<file path="config.mk">
export PLATFORM = sky130hd
export DESIGN_NAME = frame_chain_dma
export DESIGN_NICKNAME = d
export VERILOG_FILES = /design/src/rtl/fcd_pkg.sv /design/src/rtl/fcd_regs.sv /design/src/rtl/fcd_engine.sv /design/src/rtl/frame_chain_dma.sv
export SDC_FILE = /design/constraint.sdc
export NUM_CORES = 1
export LEC_CHECK = 0
export BUFFER_PORTS_ARGS = -buffer_cell sky130_fd_sc_hd__buf_2
export CORE_UTILIZATION = 41
export DETAILED_ROUTE_END_ITERATION = 8
export GPL_TIMING_DRIVEN = 1
export PLACE_DENSITY = 0.62
export SLEW_MARGIN = 25
export SYNTH_ARGS = -nofsm -noshare
export SYNTH_HDL_FRONTEND = slang
export SYNTH_HIERARCHICAL = 1
export SYNTH_SLANG_ARGS = --single-unit
</file>
<file path="constraint.sdc">
create_clock -name clk -period 3.6 [get_ports clk]
set_clock_uncertainty 0.1 [all_clocks]
set_input_delay 0.36 -clock clk [delete_from_list [all_inputs] [get_ports clk]]
set_output_delay 0.36 -clock clk [all_outputs]
set_load 0.02 [all_outputs]
</file>
<file path="src/rtl/fcd_pkg.sv">
package fcd_pkg;

  typedef enum logic [2:0] {
    ST_IDLE  = 3'd0,
    ST_FETCH = 3'd1,
    ST_CAPT  = 3'd2,
    ST_WBACK = 3'd3,
    ST_FIN   = 3'd4
  } fcd_state_e;

  // register port addresses
  localparam logic [2:0] RA_PTR  = 3'd0;
  localparam logic [2:0] RA_CTRL = 3'd1;
  localparam logic [2:0] RA_ENA  = 3'd2;
  localparam logic [2:0] RA_DIS  = 3'd3;
  localparam logic [2:0] RA_STAT = 3'd4;
  localparam logic [2:0] RA_CFG  = 3'd5;

  // control word bit positions (shared with the descriptor in memory)
  localparam int CB_FETCH = 0;
  localparam int CB_WB    = 1;
  localparam int CB_IE    = 2;
  localparam int CB_DONE  = 3;

  // status bit positions
  localparam int SB_ACTIVE = 0;
  localparam int SB_DONE   = 1;
  localparam int SB_OVR    = 2;

endpackage

</file>
<file path="src/rtl/fcd_regs.sv">
module fcd_regs
  import fcd_pkg::*;
#(
  parameter int AW = 32,
  parameter int DW = 32
) (
  input  logic          clk,
  input  logic          rst_n,
  input  logic          reg_we,
  input  logic [2:0]    reg_addr,
  input  logic [DW-1:0] reg_wdata,
  output logic [DW-1:0] reg_rdata,
  input  logic          chan_active,
  input  logic          eng_ptr_load,
  input  logic [AW-1:0] eng_ptr_val,
  input  logic          eng_done_set,
  input  logic          eng_ovr_set,
  output logic [AW-1:0] ptr_q,
  output logic [DW-1:0] ctrl_q,
  output logic          chain_en,
  output logic          done_q,
  output logic          ovr_q,
  output logic          start_req,
  output logic          stop_req
);

  logic [AW-1:0] ptr_d;
  logic [DW-1:0] ctrl_d;
  logic          cfg_q, cfg_d;
  logic          done_d, ovr_d;
  logic          ptr_en, ctrl_en, cfg_en, flag_en;
  logic          wr_ptr, wr_ctrl, wr_stat, wr_cfg;

  assign wr_ptr  = reg_we && (reg_addr == RA_PTR);
  assign wr_ctrl = reg_we && (reg_addr == RA_CTRL);
  assign wr_stat = reg_we && (reg_addr == RA_STAT);
  assign wr_cfg  = reg_we && (reg_addr == RA_CFG);

  assign start_req = reg_we && (reg_addr == RA_ENA) && reg_wdata[0];
  assign stop_req  = reg_we && (reg_addr == RA_DIS) && reg_wdata[0];
  assign chain_en  = cfg_q;

  always_comb begin
    ptr_d   = ptr_q;
    ctrl_d  = ctrl_q;
    cfg_d   = cfg_q;
    done_d  = done_q;
    ovr_d   = ovr_q;
    ptr_en  = wr_ptr | eng_ptr_load;
    ctrl_en = wr_ctrl;
    cfg_en  = wr_cfg;
    flag_en = wr_stat | eng_done_set | eng_ovr_set;
    if (wr_ptr)       ptr_d = AW'(reg_wdata);
    if (eng_ptr_load) ptr_d = eng_ptr_val;
    if (wr_ctrl)      ctrl_d = reg_wdata;
    if (wr_cfg)       cfg_d = reg_wdata[0];
    if (wr_stat && reg_wdata[SB_DONE]) done_d = 1'b0;
    if (wr_stat && reg_wdata[SB_OVR])  ovr_d  = 1'b0;
    if (eng_done_set) done_d = 1'b1;
    if (eng_ovr_set)  ovr_d  = 1'b1;
  end

  always_ff @(posedge clk or negedge rst_n) begin
    if (!rst_n) begin
      ptr_q  <= '0;
      ctrl_q <= '0;
      cfg_q  <= 1'b0;
      done_q <= 1'b0;
      ovr_q  <= 1'b0;
    end else begin
      if (ptr_en)  ptr_q  <= ptr_d;
      if (ctrl_en) ctrl_q <= ctrl_d;
      if (cfg_en)  cfg_q  <= cfg_d;
      if (flag_en) begin
        done_q <= done_d;
        ovr_q  <= ovr_d;
      end
    end
  end

  always_comb begin
    reg_rdata = '0;
    case (reg_addr)
      RA_PTR:  reg_rdata = DW'(ptr_q);
      RA_CTRL: reg_rdata = ctrl_q;
      RA_STAT: begin
        reg_rdata[SB_ACTIVE] = chan_active;
        reg_rdata[SB_DONE]   = done_q;
        reg_rdata[SB_OVR]    = ovr_q;
      end
      RA_CFG:  reg_rdata[0] = cfg_q;
      default: reg_rdata = '0;
    endcase
  end

endmodule

</file>
<file path="src/rtl/fcd_engine.sv">
module fcd_engine
  import fcd_pkg::*;
#(
  parameter int AW    = 32,
  parameter int DW    = 32,
  parameter int CNT_W = 16
) (
  input  logic          clk,
  input  logic          rst_n,
  input  logic          chain_en,
  input  logic [DW-1:0] ctrl_q,
  input  logic [AW-1:0] ptr_q,
  input  logic          start_req,
  input  logic          stop_req,
  input  logic          pix_valid,
  input  logic [DW-1:0] pix_data,
  input  logic          pix_eof,
  output logic          pix_ready,
  output logic          rd_req,
  output logic [AW-1:0] rd_addr,
  input  logic          rd_ack,
  input  logic [DW-1:0] rd_data,
  output logic          wr_req,
  output logic [AW-1:0] wr_addr,
  output logic [DW-1:0] wr_data,
  input  logic          wr_ack,
  output logic          frame_irq,
  output logic          ptr_load,
  output logic [AW-1:0] ptr_val,
  output logic          done_set,
  output logic          ovr_set,
  output logic          active
);

  localparam int WORD_SH = 2;
  localparam logic [AW-1:0] CTRL_OFS = AW'(1 << WORD_SH);

  fcd_state_e       state_q, state_d;
  logic [1:0]       idx_q, idx_d;
  logic [CNT_W-1:0] cnt_q, cnt_d;
  logic [AW-1:0]    buf_q, next_q;
  logic [DW-1:0]    dctl_q;
  logic             stop_q, stop_d;
  logic             buf_en, dctl_en, next_en;
  logic             last_word;

  assign active    = (state_q != ST_IDLE);
  assign last_word = (idx_q == 2'd2);

  always_comb begin
    state_d   = state_q;
    idx_d     = idx_q;
    cnt_d     = cnt_q;
    buf_en    = 1'b0;
    dctl_en   = 1'b0;
    next_en   = 1'b0;
    pix_ready = 1'b0;
    rd_req    = 1'b0;
    rd_addr   = ptr_q + AW'({idx_q, {WORD_SH{1'b0}}});
    wr_req    = 1'b0;
    wr_addr   = buf_q + AW'({cnt_q, {WORD_SH{1'b0}}});
    wr_data   = pix_data;
    frame_irq = 1'b0;
    ptr_load  = 1'b0;
    ptr_val   = next_q;
    done_set  = 1'b0;
    ovr_set   = 1'b0;
    case (state_q)
      ST_IDLE: begin
        pix_ready = 1'b1;
        ovr_set   = pix_valid;
        if (start_req && chain_en && ctrl_q[CB_FETCH]) begin
          state_d = ST_FETCH;
          idx_d   = 2'd0;
        end
      end
      ST_FETCH: begin
        pix_ready = 1'b1;
        ovr_set   = pix_valid;
        rd_req    = 1'b1;
        if (rd_ack) begin
          buf_en  = (idx_q == 2'd0);
          dctl_en = (idx_q == 2'd1);
          next_en = last_word;
          if (last_word) begin
            state_d = ST_CAPT;
            cnt_d   = '0;
          end else begin
            idx_d = idx_q + 2'd1;
          end
        end
      end
      ST_CAPT: begin
        if (stop_q && (cnt_q == '0)) begin
          state_d = ST_IDLE;
        end else begin
          wr_req    = pix_valid;
          pix_ready = wr_ack;
          if (pix_valid && wr_ack) begin
            cnt_d = cnt_q + 1'b1;
            if (pix_eof) state_d = dctl_q[CB_WB] ? ST_WBACK : ST_FIN;
          end
        end
      end
      ST_WBACK: begin
        wr_req  = 1'b1;
        wr_addr = ptr_q + CTRL_OFS;
        wr_data = dctl_q | (DW'(1) << CB_DONE);
        if (wr_ack) state_d = ST_FIN;
      end
      ST_FIN: begin
        done_set  = 1'b1;
        frame_irq = dctl_q[CB_IE];
        if (!stop_q && dctl_q[CB_FETCH] && (next_q != '0)) begin
          ptr_load = 1'b1;
          state_d  = ST_FETCH;
          idx_d    = 2'd0;
        end else begin
          state_d = ST_IDLE;
        end
      end
      default: state_d = ST_IDLE;
    endcase
  end

  always_comb begin
    stop_d = stop_q | (stop_req && active);
    if (state_d == ST_IDLE) stop_d = 1'b0;
  end

  always_ff @(posedge clk or negedge rst_n) begin
    if (!rst_n) begin
      state_q <= ST_IDLE;
      idx_q   <= '0;
      cnt_q   <= '0;
      stop_q  <= 1'b0;
      buf_q   <= '0;
      dctl_q  <= '0;
      next_q  <= '0;
    end else begin
      state_q <= state_d;
      idx_q   <= idx_d;
      cnt_q   <= cnt_d;
      stop_q  <= stop_d;
      if (buf_en)  buf_q  <= AW'(rd_data);
      if (dctl_en) dctl_q <= rd_data;
      if (next_en) next_q <= AW'(rd_data);
    end
  end

endmodule

</file>
<file path="src/rtl/frame_chain_dma.sv">
module frame_chain_dma
  import fcd_pkg::*;
#(
  parameter int AW    = 32,
  parameter int DW    = 32,
  parameter int CNT_W = 16
) (
  input  logic          clk,
  input  logic          rst_n,
  input  logic          reg_we,
  input  logic [2:0]    reg_addr,
  input  logic [DW-1:0] reg_wdata,
  output logic [DW-1:0] reg_rdata,
  input  logic          pix_valid,
  output logic          pix_ready,
  input  logic [DW-1:0] pix_data,
  input  logic          pix_eof,
  output logic          rd_req,
  output logic [AW-1:0] rd_addr,
  input  logic          rd_ack,
  input  logic [DW-1:0] rd_data,
  output logic          wr_req,
  output logic [AW-1:0] wr_addr,
  output logic [DW-1:0] wr_data,
  input  logic          wr_ack,
  output logic          frame_irq
);

  logic          chan_active;
  logic          ptr_load, done_set, ovr_set;
  logic [AW-1:0] ptr_val, ptr_q;
  logic [DW-1:0] ctrl_q;
  logic          chain_en, done_flag, ovr_flag;
  logic          start_req, stop_req;

  fcd_regs #(.AW(AW), .DW(DW)) u_regs (
    .clk          (clk),
    .rst_n        (rst_n),
    .reg_we       (reg_we),
    .reg_addr     (reg_addr),
    .reg_wdata    (reg_wdata),
    .reg_rdata    (reg_rdata),
    .chan_active  (chan_active),
    .eng_ptr_load (ptr_load),
    .eng_ptr_val  (ptr_val),
    .eng_done_set (done_set),
    .eng_ovr_set  (ovr_set),
    .ptr_q        (ptr_q),
    .ctrl_q       (ctrl_q),
    .chain_en     (chain_en),
    .done_q       (done_flag),
    .ovr_q        (ovr_flag),
    .start_req    (start_req),
    .stop_req     (stop_req)
  );

  fcd_engine #(.AW(AW), .DW(DW), .CNT_W(CNT_W)) u_engine (
    .clk       (clk),
    .rst_n     (rst_n),
    .chain_en  (chain_en),
    .ctrl_q    (ctrl_q),
    .ptr_q     (ptr_q),
    .start_req (start_req),
    .stop_req  (stop_req),
    .pix_valid (pix_valid),
    .pix_data  (pix_data),
    .pix_eof   (pix_eof),
    .pix_ready (pix_ready),
    .rd_req    (rd_req),
    .rd_addr   (rd_addr),
    .rd_ack    (rd_ack),
    .rd_data   (rd_data),
    .wr_req    (wr_req),
    .wr_addr   (wr_addr),
    .wr_data   (wr_data),
    .wr_ack    (wr_ack),
    .frame_irq (frame_irq),
    .ptr_load  (ptr_load),
    .ptr_val   (ptr_val),
    .done_set  (done_set),
    .ovr_set   (ovr_set),
    .active    (chan_active)
  );

endmodule

</file>
* Word level (Yosys, flattened, before mapping)
Index checks and enable logic that the tools add are counted.
** Storage, ports and cells
- Register bits :: 185
- Memory bits (read-only) :: 0
- Word-level logic and storage cells :: 123
- Input port bits :: 106
- RAM bits :: 0
- Bits in latches :: 0
- Memories kept :: 0
- Output and inout port bits :: 132
** Cells by class
- Magnitude comparators :: 0
- Multipliers :: 0
- Div/mod/pow operators :: 0
- Reductions and logical operators :: 36
- Muxes and demuxes :: 48
- Shift operators :: 0
- Add/subtract/negate cells :: 5
- Bitwise gates (word level) :: 4
- Equality and inequality tests :: 18
** Operators by type and width (count)
- $mux 32 :: 4
- $mux 16 :: 4
- $pmux 29 s2 :: 1
- $add 32x18->32 :: 1
- $add 32x3->32 const B :: 1
- $add 32x4->32 :: 1
- $pmux 16 s2 :: 1
- $reduce_bool 32->1 :: 1
- $mux 3 :: 8
- $mux 1 :: 20
- $logic_and 1x1->1 :: 17
- $add 16x1->16 const B :: 1
- $logic_not 16->1 :: 1
- $pmux 3 s5 :: 1
- $eq 3x2->1 const B :: 4
- $pmux 2 s3 :: 2
- $reduce_and 5->1 :: 2
- $eq 3x3->1 const B :: 3
- $logic_not 3->1 :: 3
- $mux 2 :: 4
- $ne 2x1->1 const B :: 4
- $reduce_bool 2->1 :: 4
- $eq 3x1->1 const B :: 2
- $ne 2x2->1 const B :: 3
- 11 further kinds :: 18

* Logic depth before layout (Yosys ltp)
Gate-level depths: netlist of run 1.
- Depth after elaboration :: 9
- Gate-level depth with buffers :: 9
- Mapped depth without buffers :: 8

* By module
Netlist of run 1, hierarchy kept.
** By module, submodules not included
- fcd_engine :: area each 8001.4 sq um, cells an instance 864, instances 1, sequential area each 2927.8 sq um
- fcd_regs :: area each 3233.1 sq um, cells an instance 273, instances 1, sequential area each 1676.6 sq um

* Least setup slack after synthesis of run 1
Ideal clock, no wire load.
- Kind :: register -> output
- Start :: reg u_engine.cnt_q[0]
- End :: out wr_addr[14]
- Stages on the path, launching flop included :: 9
- Path slack :: 0.488 ns
- Data arrival time :: 2.652 ns
- Data required time :: 3.140 ns
- Path buffers :: 0
- Path through :: dfrtp_1 ha_1 fa_1 a21o_1 a221oi_2 o21ai_2 o21a_1 o21a_1 o31ai_1
** On the way
- Word-level cells in the longest chain between the ends :: 2
** RTL lines
- start: declaration :: line fcd_engine.sv:40 : logic [CNT_W-1:0] cnt_q, cnt_d;
- start signal: assignment :: line fcd_engine.sv:143 : cnt_q <= cnt_d;
- $add 32x18->32 :: line fcd_engine.sv:61 : wr_addr = buf_q + AW'({cnt_q, {WORD_SH{1'b0}}});
- $mux 32 :: line fcd_engine.sv:68 : case (state_q)
- end: declaration :: line frame_chain_dma.sv:23 : output logic [AW-1:0] wr_addr,
No other way between the ends.

* Final worst setup path of run 1
- Start :: reg u_engine.cnt_q[6]
- End :: out wr_addr[31]
The elaborated chain is that of the path after synthesis.

==> results.md, run 1 <==
* Layout area overhead at 19.3%
* Diodes inserted at 0
* Critical path cell sequence: ha_1 > a211oi_1 > nor2_1 > nor3_1 > a211oi_1 > o21a_1 > o31ai_1 > buf_2
* Number of flops mapped to enable cells by yosys at 0
* Initial antenna violation count at 0
* Synthesis Warnings at 6
* Comb pwr share at 40.4%
* Htree depth at 4
* Initial Utilization at between 40% and 50%
* Most frequent cell on the critical path: a211oi_1
* Routed len/inst at around 20 µm
* Req. time, crit path at ~3100 ps
* First-pass GRT wire length at 51,400 µm
* Grt ovf at 0
* Fin. max-slew vios at 0
* FMAX at roughly 280 MHz
* Peak VDD IR at around 0.00027 V
* Clock transition at path regs at 70 ps
* Final #Nets at ~1,500
* Maxcap violations at 0
* Chip Height at about 170 µm
* Register area share after synthesis at between 40 and 50%
* Slew headroom at about two fifths
* Post-synth top flop: dfrtp_1
* CP Launch Type: flop
* Worst setup EP type: primary output
* DRT iter0 DRCs at ~700
* Setup CP Type: reg -> out
* Sw Ratio at approximately two fifths
* Port Buffers at around 240
* Slowest cell on crit path: dfrtp_1
* CTS tree: yes
* Cells after synthesis at around 1,100
* Root buffer selected by CTS: clkbuf_16
* Die Footprint at ~28,000 µm²
* Top Ports at ~240
* Multi-input gate area at 6330 µm²
* Final Instance Count excl. Fillers at around 1,700
* Final setup fails at 0
* Hpwl dp at approximately 25,000 µm
* Tot GR Track Use at 23.7%
* Int Power at approximately 5300 µW
* Clk pwr share at 19.7%
* DRC viols at 0
* Synthesized flop and latch total at around 180
* Synth async-reset ratio at 100%
* Via Count at between 9,000 and 10,000
* Drt via density at between 5 and 6
* TritonCTS Sinks at around 180
* Switching pwr at ~3800 µW
* Mapped Nets at between 1,000 and 1,500
* Pre-Repair DR Iteration Count at 5
* Core ar. at approximately 27,000 µm²
* DP Cell Count at 1,671
* RePlAce Congestion at around 0.91
* # fillers at between 2,000 and 3,000
* Storage element area at 4610 µm²
* Outcome: completed
* Crit path time final at 3560 ps
* CTS max path bufs at 2
* Mean Syn Cell Area at between 9 and 10 µm²
* Layout cells sized above 1 at between 30% and 40%
* Synth cell types at 77
* Pwr Density at 681 nW/µm²
* Critical path data arrival time at 3100 ps
* TritonCTS buffer count at 17
* Hold crit path type: in -> reg
* Commonest non-fill, non-tap cell in the layout: buf_2
* Die X at ~170 µm
* Slowest cell delay on critical path at ~440 ps
* Seq pwr share at around 40%
* Clock Latency Late Sink at around 440 ps
* Routed Antenna Nets at 0
* Fin crit share at between 90% and 100%
* Largest net degree at the start of global routing at 73
* Lkg Pwr at 0.00606 µW
* FP Rows at 60
* Post-synthesis cell area at 11,200 µm²
* Most frequent cells in the layout: 234 x buf_2, 186 x nand2_1, 182 x dfrtp_1, 131 x mux2_2, 56 x nor2_1
* Vias in the first global route at between 9,000 and 10,000
* Worst-path maximum fanout at 6
* Worst-margin pin slew at between 800 and 900 ps
* Setup TNS at 0 ps
* Final Hold Vio Count at 0
* Total routed wirelength at roughly 34,000 µm
==> worst paths after layout <==
| check | from | endpoint | slack, ps | depth (start not counted) |
|---|---|---|---|---|
| setup / recovery | u_engine/cnt_q[6]$_DFFE_PN0P_ | wr_addr[31] | 40 | 8 |
| min in group asynchronous | rst_n | u_regs/ctrl_q[27]$_DFFE_PN0P_ | 360 | 2 |
| setup reg to reg | u_engine/cnt_q[1]$_DFFE_PN0P_ | u_engine/cnt_q[9]$_DFFE_PN0P_ | 920 | 8 |
| max in group asynchronous | rst_n | u_engine/cnt_q[6]$_DFFE_PN0P_ | 2240 | 3 |
| hold reg to reg | u_regs/done_q$_DFFE_PN0P_ | u_regs/done_q$_DFFE_PN0P_ | 380 | 1 |
| hold / removal | reg_wdata[22] | u_regs/ctrl_q[22]$_DFFE_PN0P_ | 80 | 2 |
==> cell families after synthesis <==
| family | count (synthesis) | share of synthesized area, % |
|---|---|---|
| AO/OA/AOI/OAI | 186 | 11.5 |
| XOR/XNOR | 82 | 6.39 |
| adder cells (fa/ha/maj) | 26 | 3.03 |
| buffers and inverters | 86 | 3.60 |
| flip-flops | 184 | 41.0 |
| multiplexers | 168 | 16.5 |
| AND/OR/NAND/NOR | 405 | 18.0 |
==> flip-flops by register name, indices dropped and copies added (netlist names), 2 cells and up <==
name and count:
u_regs/ptr_q 32, u_engine/dctl_q 31, u_regs/ctrl_q 32, u_engine/buf_q 32, u_engine/cnt_q 16, u_engine/ptr_val 32, u_engine/state_q 3, u_engine/idx_q 2
==> metal layers <==
layer	GRT usage (%)	part of all wire, %
met5	0	0
met4	7.86	2.2
met3	3.43	6.3
met2	35.0	43
met1	35.3	48
==> cells in the mapped netlist, drive strengths merged (24+ instances only) <==
| library cell | number | area (µm²) |
|---|---|---|
| nand2 | 186 | 698 |
| dfrtp | 184 | 4600 |
| mux2 | 131 | 1480 |
| nor2 | 58 | 218 |
| o21ai | 56 | 284 |
| xnor2 | 49 | 429 |
| buf | 39 | 225 |
| mux2i | 36 | 360 |
| nor3 | 35 | 211 |
| xor2 | 33 | 289 |
| a22o | 32 | 280 |
| nand3 | 27 | 135 |
| a21oi | 26 | 130 |
| clkbuf | 25 | 96.3 |
| ha | 24 | 300 |
==> timing repair <==
action,4_1_cts,5_1_grt
endpoints found under the hold margin,58,0
setup buffers,2,1
hold buffers,1,0
pin swaps,2,1
resized for setup,3,13
setup endpoints to repair,2,21
==> worst max-delay path: cells and delay by family, from the launching register on <==
family                     cells  cell delay (ps)
DFF                            1              440
buffers and inverters          1              250
adders and majority gates      1              400
and+or+nand+nor                2              570
AOI/OAI and AO/OA              4             1020
==> area by class of cell <==
cell class | instances | area share, %
Clock inverter | 14 | 0.868
Clock buffer | 18 | 3.20
Timing Repair Buffer | 261 | 10.6
Multi-Input combinational cell | 867 | 47.2
Tap cell | 341 | 3.18
Sequential cell | 184 | 34.4
Inverter | 22 | 0.616
==> through the flow <==
step	util (%)	hold WS, ps	cell area (µm²)	power, µW	setup WS [ps]
detailed placement	47.3	279	12700	7280	379
global route	49.7	71.7	13400	9640	-6.80
global placement	47.3	279	12700	7200	443
finish	49.7	79.9	13400	9120	41.5
CTS	49.5	64.1	13300	9110	17.1
floorplan	-	-35.6	11200	5950	488
==> power by group through the flow <==
stage / logic, µW / clock network (µW) / registers (µW)
2_1_floorplan: 2630 / 0 / 3320
3_3_place_gp: 3580 / 0 / 3620
3_5_place_dp: 3620 / 0 / 3660
4_1_cts: 3660 / 1840 / 3620
5_1_grt: 3960 / 1920 / 3750
6_report: 3690 / 1800 / 3640
(Power assumes the default switching activity.)
==> run 2: changes to the inputs <==
- CORE_MARGIN: default -> 5
==> run 2 against run 1 <==
  * Clock power is 4% higher
  * Maximum frequency up 1.2%
  * Utilization is 0.16 points higher
  * Critical endpoint is now wr_addr[13]
  * Largest power group unchanged
==> results.md, run 2 (same netlist as run 1, synthesis figures left out) <==
* Outcome: completed
* CTS max path bufs at 2 (unchanged)
* Maxcap violations at 0 (unchanged)
* First-pass GRT wire length at 53,600 µm (+4.4%)
* TritonCTS buffer count at 17 (unchanged)
* Placed Area at 12,700 µm² (about the same)
* Peak VDD IR at 0.000271 V (-0.45%)
* Pre-Repair DR Iteration Count at 7 (+2)
* Worst-margin pin slew at 993 ps (+115 ps)
* Clock Latency Late Sink at 430 ps (about the same)
* Final Hold Vio Count at 0 (unchanged)
* CTS tree: yes
* TritonCTS Sinks at 184 (unchanged)
* Drt via density at 5.56 (-0.52%)
* Fin crit share at 97.7% (-1.2 points)
* DRT iter0 DRCs at 851 (+21%)
* Final #Nets at 1,487 (+0.13%)
* Root buffer selected by CTS: clkbuf_16
* Diodes inserted at 0 (unchanged)
* Critical path data arrival time at 3060 ps (-40 ps)
* Chip Height at 176 µm (+4.8%)
* Largest net degree at the start of global routing at 94 (+29%)
* Core ar. at 27,000 µm² (unchanged)
* Pwr Density at 686 nW/µm² (+0.78%)
* Lkg Pwr at 0.00609 µW (+0.44%)
* Vias in the first global route at 9,229 (+2.5%)
* Die Footprint at 30,800 µm² (+9.8%)
* Worst-path maximum fanout at 8 (+2)
* Top Ports at 238 (unchanged)
* Total routed wirelength at 34,600 µm (+3.2%)
* Crit path time final at 3520 ps (-42.7 ps)
* Worst setup EP type: primary output
* Grt ovf at 0 (unchanged)
* Tot GR Track Use at 22.0% (-1.7 points)
* RePlAce Congestion at 0.907 (+0.21%)
* Die X at 176 µm (+4.8%)
* Clock transition at path regs at 80 ps (about the same)
* FP Rows at 60 (unchanged)
* FMAX at 284 MHz (+1.2%)
* Layout cells sized above 1 at 34.2% (+0.12 points)
* DP Cell Count at 1,672 (+0.060%)
* Commonest non-fill, non-tap cell in the layout: buf_2
* Hold slack at 85.9 ps (+6.09 ps)
* Port Buffers at 237 (unchanged)
* CP Launch Type: flop
* Final setup fails at 0 (unchanged)
* Setup CP Type: reg -> out
* Initial Utilization at 41.7% (unchanged)
* Via Count at 9,502 (-0.46%)
* Pre-CTS setup slack at 425 ps (+46.0 ps)
* Initial antenna violation count at 0 (unchanged)
* Layout area overhead at 19.7%
* Hold crit path type: in -> reg
* Req. time, crit path at 3140 ps (about the same)
* Worst Slack Setup Final at 84.2 ps (+42.7 ps)
* Htree depth at 4 (unchanged)
* Hpwl dp at 26,000 µm (+3.4%)
* Fin. max-slew vios at 0 (unchanged)
* Slew headroom at 33.8% (-7.7 points)
* DRC viols at 0 (unchanged)
* Most frequent cells in the layout: 235 x buf_2, 186 x nand2_1, 182 x dfrtp_1, 131 x mux2_2, 57 x nor2_1
* Final Instance Count excl. Fillers at 1,708 (+0.059%)
* Post-route cell area at 13,400 µm² (+0.32%)
* Unrepaired setup endpoints after global routing: yes
* Routed Antenna Nets at 0 (unchanged)
* Setup TNS at 0 ps (unchanged)
* Routed len/inst at 20.3 µm (+3.1%)
## run 2: cell count changes in the layout (fill, tap and decap cells not counted), sizes merged
cell,before,now
bufinv,0,1
clkinvlp,3,4
buf,260,261
clkinv,4,1
o21ai,56,57
## run 2: per-stage QoR
step	power, µW	util [%]
2_1_floorplan	5950	-
3_3_place_gp	7210	47.3
3_5_place_dp	7300	47.3
4_1_cts	9210	49.5
5_1_grt	9770	49.9
6_report	9230	49.9
## run 2: final timing paths
check | startpoint | to | slack (ps) | cells past startpoint
setup / recovery | u_engine/cnt_q[1]$_DFFE_PN0P_ | wr_addr[13] | 80 | 8
hold / removal | reg_wdata[13] | u_regs/ctrl_q[13]$_DFFE_PN0P_ | 90 | 2
min in group asynchronous | rst_n | u_engine/cnt_q[6]$_DFFE_PN0P_ | 280 | 2
setup reg to reg | u_engine/cnt_q[1]$_DFFE_PN0P_ | u_engine/cnt_q[11]$_DFFE_PN0P_ | 860 | 8
hold reg to reg | u_regs/ovr_q$_DFFE_PN0P_ | u_regs/ovr_q$_DFFE_PN0P_ | 380 | 1
max in group asynchronous | rst_n | u_regs/ptr_q[2]$_DFFE_PN0P_ | 2160 | 4
## run 2: worst max-delay path, stage by stage, from the launching register on
cell and delay, ps:
dfrtp_1 460, ha_1 350, a211oi_1 290, nor2_1 140, a41oi_2 440, a21oi_1 170, o211a_1 250, a211oi_2 310
buf_2 230
## run 2: routing by layer
| metal | part of all wire [%] | wire length, µm | up-vias | GRT usage [%] |
|---|---|---|---|---|
| met5 | 0 | 0 | - | 0 |
| met3 | 6.0 | 2090 | 33 | 4.35 |
| met2 | 44 | 15200 | 335 | 32.6 |
| met1 | 48 | 16700 | 4629 | 33.0 |
| li1 | - | - | 4505 | - |
| met4 | 1.8 | 638 | 0 | 5.72 |
## run 2: final cells by class
class | instances | area, µm²
clock buffer | 18 | 439
clock inverter | 13 | 138
fill | 2488 | 13500
inverter | 22 | 82.6
multi-input combinational | 868 | 6320
sequential | 184 | 4610
tap | 341 | 427
timing repair buffer | 262 | 1430
## run 2: report_power, final
| part | switching [µW] | leakage (µW) | internal (µW) |
|---|---|---|---|
| clock network | 887 | 0.000272 | 994 |
| registers | 830 | 0.00225 | 2820 |
| logic | 2100 | 0.00356 | 1600 |
| total | 3820 | 0.00609 | 5410 |
## run 2: timing repair
item,4_1_cts,5_1_grt
setup buffers,0,2
endpoints found under the setup margin,3,15
resized for setup,3,12
pin swaps,0,3
hold endpoints to repair,91,0
hold buffers,1,0
cloned,0,1
==> run 3: changes to the inputs <==
--- a/config.mk
+++ b/config.mk
@@ -7,9 +7,9 @@
 export LEC_CHECK = 0
 export BUFFER_PORTS_ARGS = -buffer_cell sky130_fd_sc_hd__buf_2
-export CORE_MARGIN = 5
-export CORE_UTILIZATION = 41
+export CORE_MARGIN = 10
+export CORE_UTILIZATION = 50
 export DETAILED_ROUTE_END_ITERATION = 8
 export GPL_TIMING_DRIVEN = 1
-export PLACE_DENSITY = 0.62
+export PLACE_DENSITY = 0.73
 export SLEW_MARGIN = 25
 export SYNTH_ARGS = -nofsm -noshare
==> constraint.sdc (replaced) <==
create_clock -name clk -period 3.6 [get_ports clk]
set_clock_uncertainty 0.1 [all_clocks]
set_input_delay 0.36 -clock clk [delete_from_list [all_inputs] [get_ports clk]]
set_output_delay 0.36 -clock clk [all_outputs]
set_load 0.01 [all_outputs]
==> run 3 against run 2 <==
  * Die area shrank 6.3%
  * Sequential cell count is the same
  * Non-clock buffer count shrank 4
  * Total power shrank 3.4%
  * Sequential power is essentially flat
  * Critical endpoint is now wr_addr[28]
  * Largest cell class unchanged
==> results.md, run 3 (same netlist as run 1, synthesis figures left out) <==
* Clock Latency Late Sink at 450 ps (+20 ps)
* Routed Antenna Nets at 0 (unchanged)
* Int Power at 5410 µW (+0.11%)
* Crit path time final at 3480 ps (-35.5 ps)
* Seq pwr share at 40.8% (+1.2 points)
* Fin. max-slew vios at 0 (unchanged)
* Final #Nets at 1,483 (-0.27%)
* Final setup fails at 0 (unchanged)
* Worst setup EP type: primary output
* RePlAce Congestion at 0.926 (+2.1%)
* Pre-CTS setup slack at 422 ps (-2.78 ps)
* FMAX at 287 MHz (+1.0%)
* Total routed wirelength at 34,600 µm (-0.16%)
* Top Ports at 238 (unchanged)
* Slew headroom at 39.7% (+5.8 points)
* Final Hold Vio Count at 0 (unchanged)
* # fillers at 1,843 (-26%)
* Outcome: completed
* Hold crit path type: in -> reg
* Fin crit share at 96.7% (-0.99 points)
* Clk pwr share at 21.4% (+1.0 points)
* Die X at 170 µm (-3.2%)
* First-pass GRT wire length at 53,300 µm (-0.68%)
* CTS tree: yes
* Root buffer selected by CTS: clkbuf_16
* DRT iter0 DRCs at 987 (+16%)
* Via Count at 9,626 (+1.3%)
* Tot GR Track Use at 23.2% (+1.2 points)
* Worst Slack Setup Final at 120 ps (+35.5 ps)
* DRC viols at 0 (unchanged)
* Most frequent cells in the layout: 236 x buf_2, 186 x nand2_1, 183 x dfrtp_1, 131 x mux2_2, 57 x nor2_1
* Setup TNS at 0 ps (unchanged)
* Commonest non-fill, non-tap cell in the layout: buf_2
* Hpwl dp at 25,500 µm (-1.7%)
* Storage element area at 4610 µm² (about the same)
* Multi-input gate area at 6330 µm² (about the same)
* FP Rows at 54 (-10%)
* Layout area overhead at 18.8%
* Req. time, crit path at 3140 ps (about the same)
* Routed len/inst at 21.0 µm (+3.7%)
* Sw Ratio at 39.3% (-2.1 points)
* Initial Utilization at 51.2% (+9.5 points)
* Clock transition at path regs at 80 ps (about the same)
* Comb pwr share at 37.8% (-2.3 points)
* Fin util at 60.8% (+11 points)
* CTS max path bufs at 2 (unchanged)
* Die Footprint at 28,900 µm² (-6.3%)
* Htree depth at 4 (unchanged)
* Unrepaired setup endpoints after global routing: no
* CP Launch Type: flop
* TritonCTS Sinks at 184 (unchanged)
* Worst-path maximum fanout at 6 (-2)
* Pre-Repair DR Iteration Count at 6 (-1)
* Critical path data arrival time at 3020 ps (-40 ps)
* Largest net degree at the start of global routing at 90 (-4.3%)
* Vias in the first global route at 9,377 (+1.6%)
* Initial antenna violation count at 1 (+1)
* Core ar. at 22,000 µm² (-19%)
* Maxcap violations at 0 (unchanged)
* Port Buffers at 237 (unchanged)
* Grt ovf at 0 (unchanged)
* Layout cells sized above 1 at 33.7% (-0.44 points)
* Chip Height at 170 µm (-3.2%)
* Switching pwr at 3500 µW (-8.3%)
* Worst-margin pin slew at 905 ps (-87.5 ps)
* Lkg Pwr at 0.00607 µW (-0.17%)
* Drt via density at 5.85 (+5.2%)
* Pwr Density at 668 nW/µm² (-2.6%)
* Setup CP Type: reg -> out
* Peak VDD IR at 0.000339 V (+25%)
* TritonCTS buffer count at 17 (unchanged)
run 3: changes by cell type in the layout (fill, tap and decap cells not counted), sizes merged:
| cell | previous run | this run |
|---|---|---|
| buf | 261 | 257 |
| diode | 0 | 1 |
| clkinvlp | 4 | 2 |
| clkinv | 1 | 5 |
| inv | 29 | 28 |
run 3: worst paths after layout:
check / start / end / slack, ps / depth (start not counted)
worst max-delay path: u_engine/cnt_q[9]$_DFFE_PN0P_ / wr_addr[28] / 120 / 8
worst min-delay path: reg_wdata[22] / u_regs/ctrl_q[22]$_DFFE_PN0P_ / 60 / 2
worst max register to register: u_engine/cnt_q[1]$_DFFE_PN0P_ / u_engine/cnt_q[6]$_DFFE_PN0P_ / 940 / 8
worst min register to register: u_regs/ovr_q$_DFFE_PN0P_ / u_regs/ovr_q$_DFFE_PN0P_ / 380 / 1
max in group asynchronous: rst_n / u_regs/ctrl_q[12]$_DFFE_PN0P_ / 2050 / 3
min in group asynchronous: rst_n / u_engine/buf_q[8]$_DFFE_PN0P_ / 410 / 2
run 3: final cells by class:
class,instances,area share [%]
Clock buffer,18,3.29
Timing Repair Buffer,258,10.3
Inverter,22,0.619
Tap cell,280,2.62
Clock inverter,14,1.19
Antenna cell,1,0.0187
Multi-Input combinational cell,868,47.4
Sequential cell,184,34.5
run 3: timing repair:
item	CTS	global route
pin swaps	0	4
setup buffers	0	4
hold buffers	1	0
setup endpoints to repair	6	17
gates resized for setup	2	10
endpoints found under the hold margin	86	0
cloned	0	1
run 3: power groups by stage:
stage               clock network [µW]  logic, µW  registers, µW
global placement                     0       3240           3600
finish                            1910       3370           3640
global route                      2010       3650           3750
CTS                               1920       3330           3610
floorplan                            0       2290           3320
detailed placement                   0       3290           3650
run 3: routing by layer:
metal  up-vias  routed length (µm)  global-route usage, %
met4         0                 631                   6.29
li1       4491                   -                      -
met5         -                   0                      0
met3        45                2860                   5.23
met1      4645               15800                   33.4
met2       445               15300                   34.3
run 3: stage by stage:
step / instances / hold slack, ps / total power (µW) / area (µm²)
final: 1645 / 59.4 / 8910 / 13300
after global routing: 1645 / 52.0 / 9410 / 13300
after CTS: 1639 / 52.2 / 8860 / 13300
after detailed placement: 1606 / 368 / 6930 / 12600
after global placement: 1606 / 356 / 6830 / 12600
after floorplan: 1137 / -35.6 / 5610 / 11200
run 3: critical path: stages, from the launching register on:
cell	delay, ps
dfrtp_1	470
ha_1	430
and2_1	210
nand4_1	270
o21ai_4	340
o21ai_1	120
or3_1	310
a31oi_1	240
buf_2	180
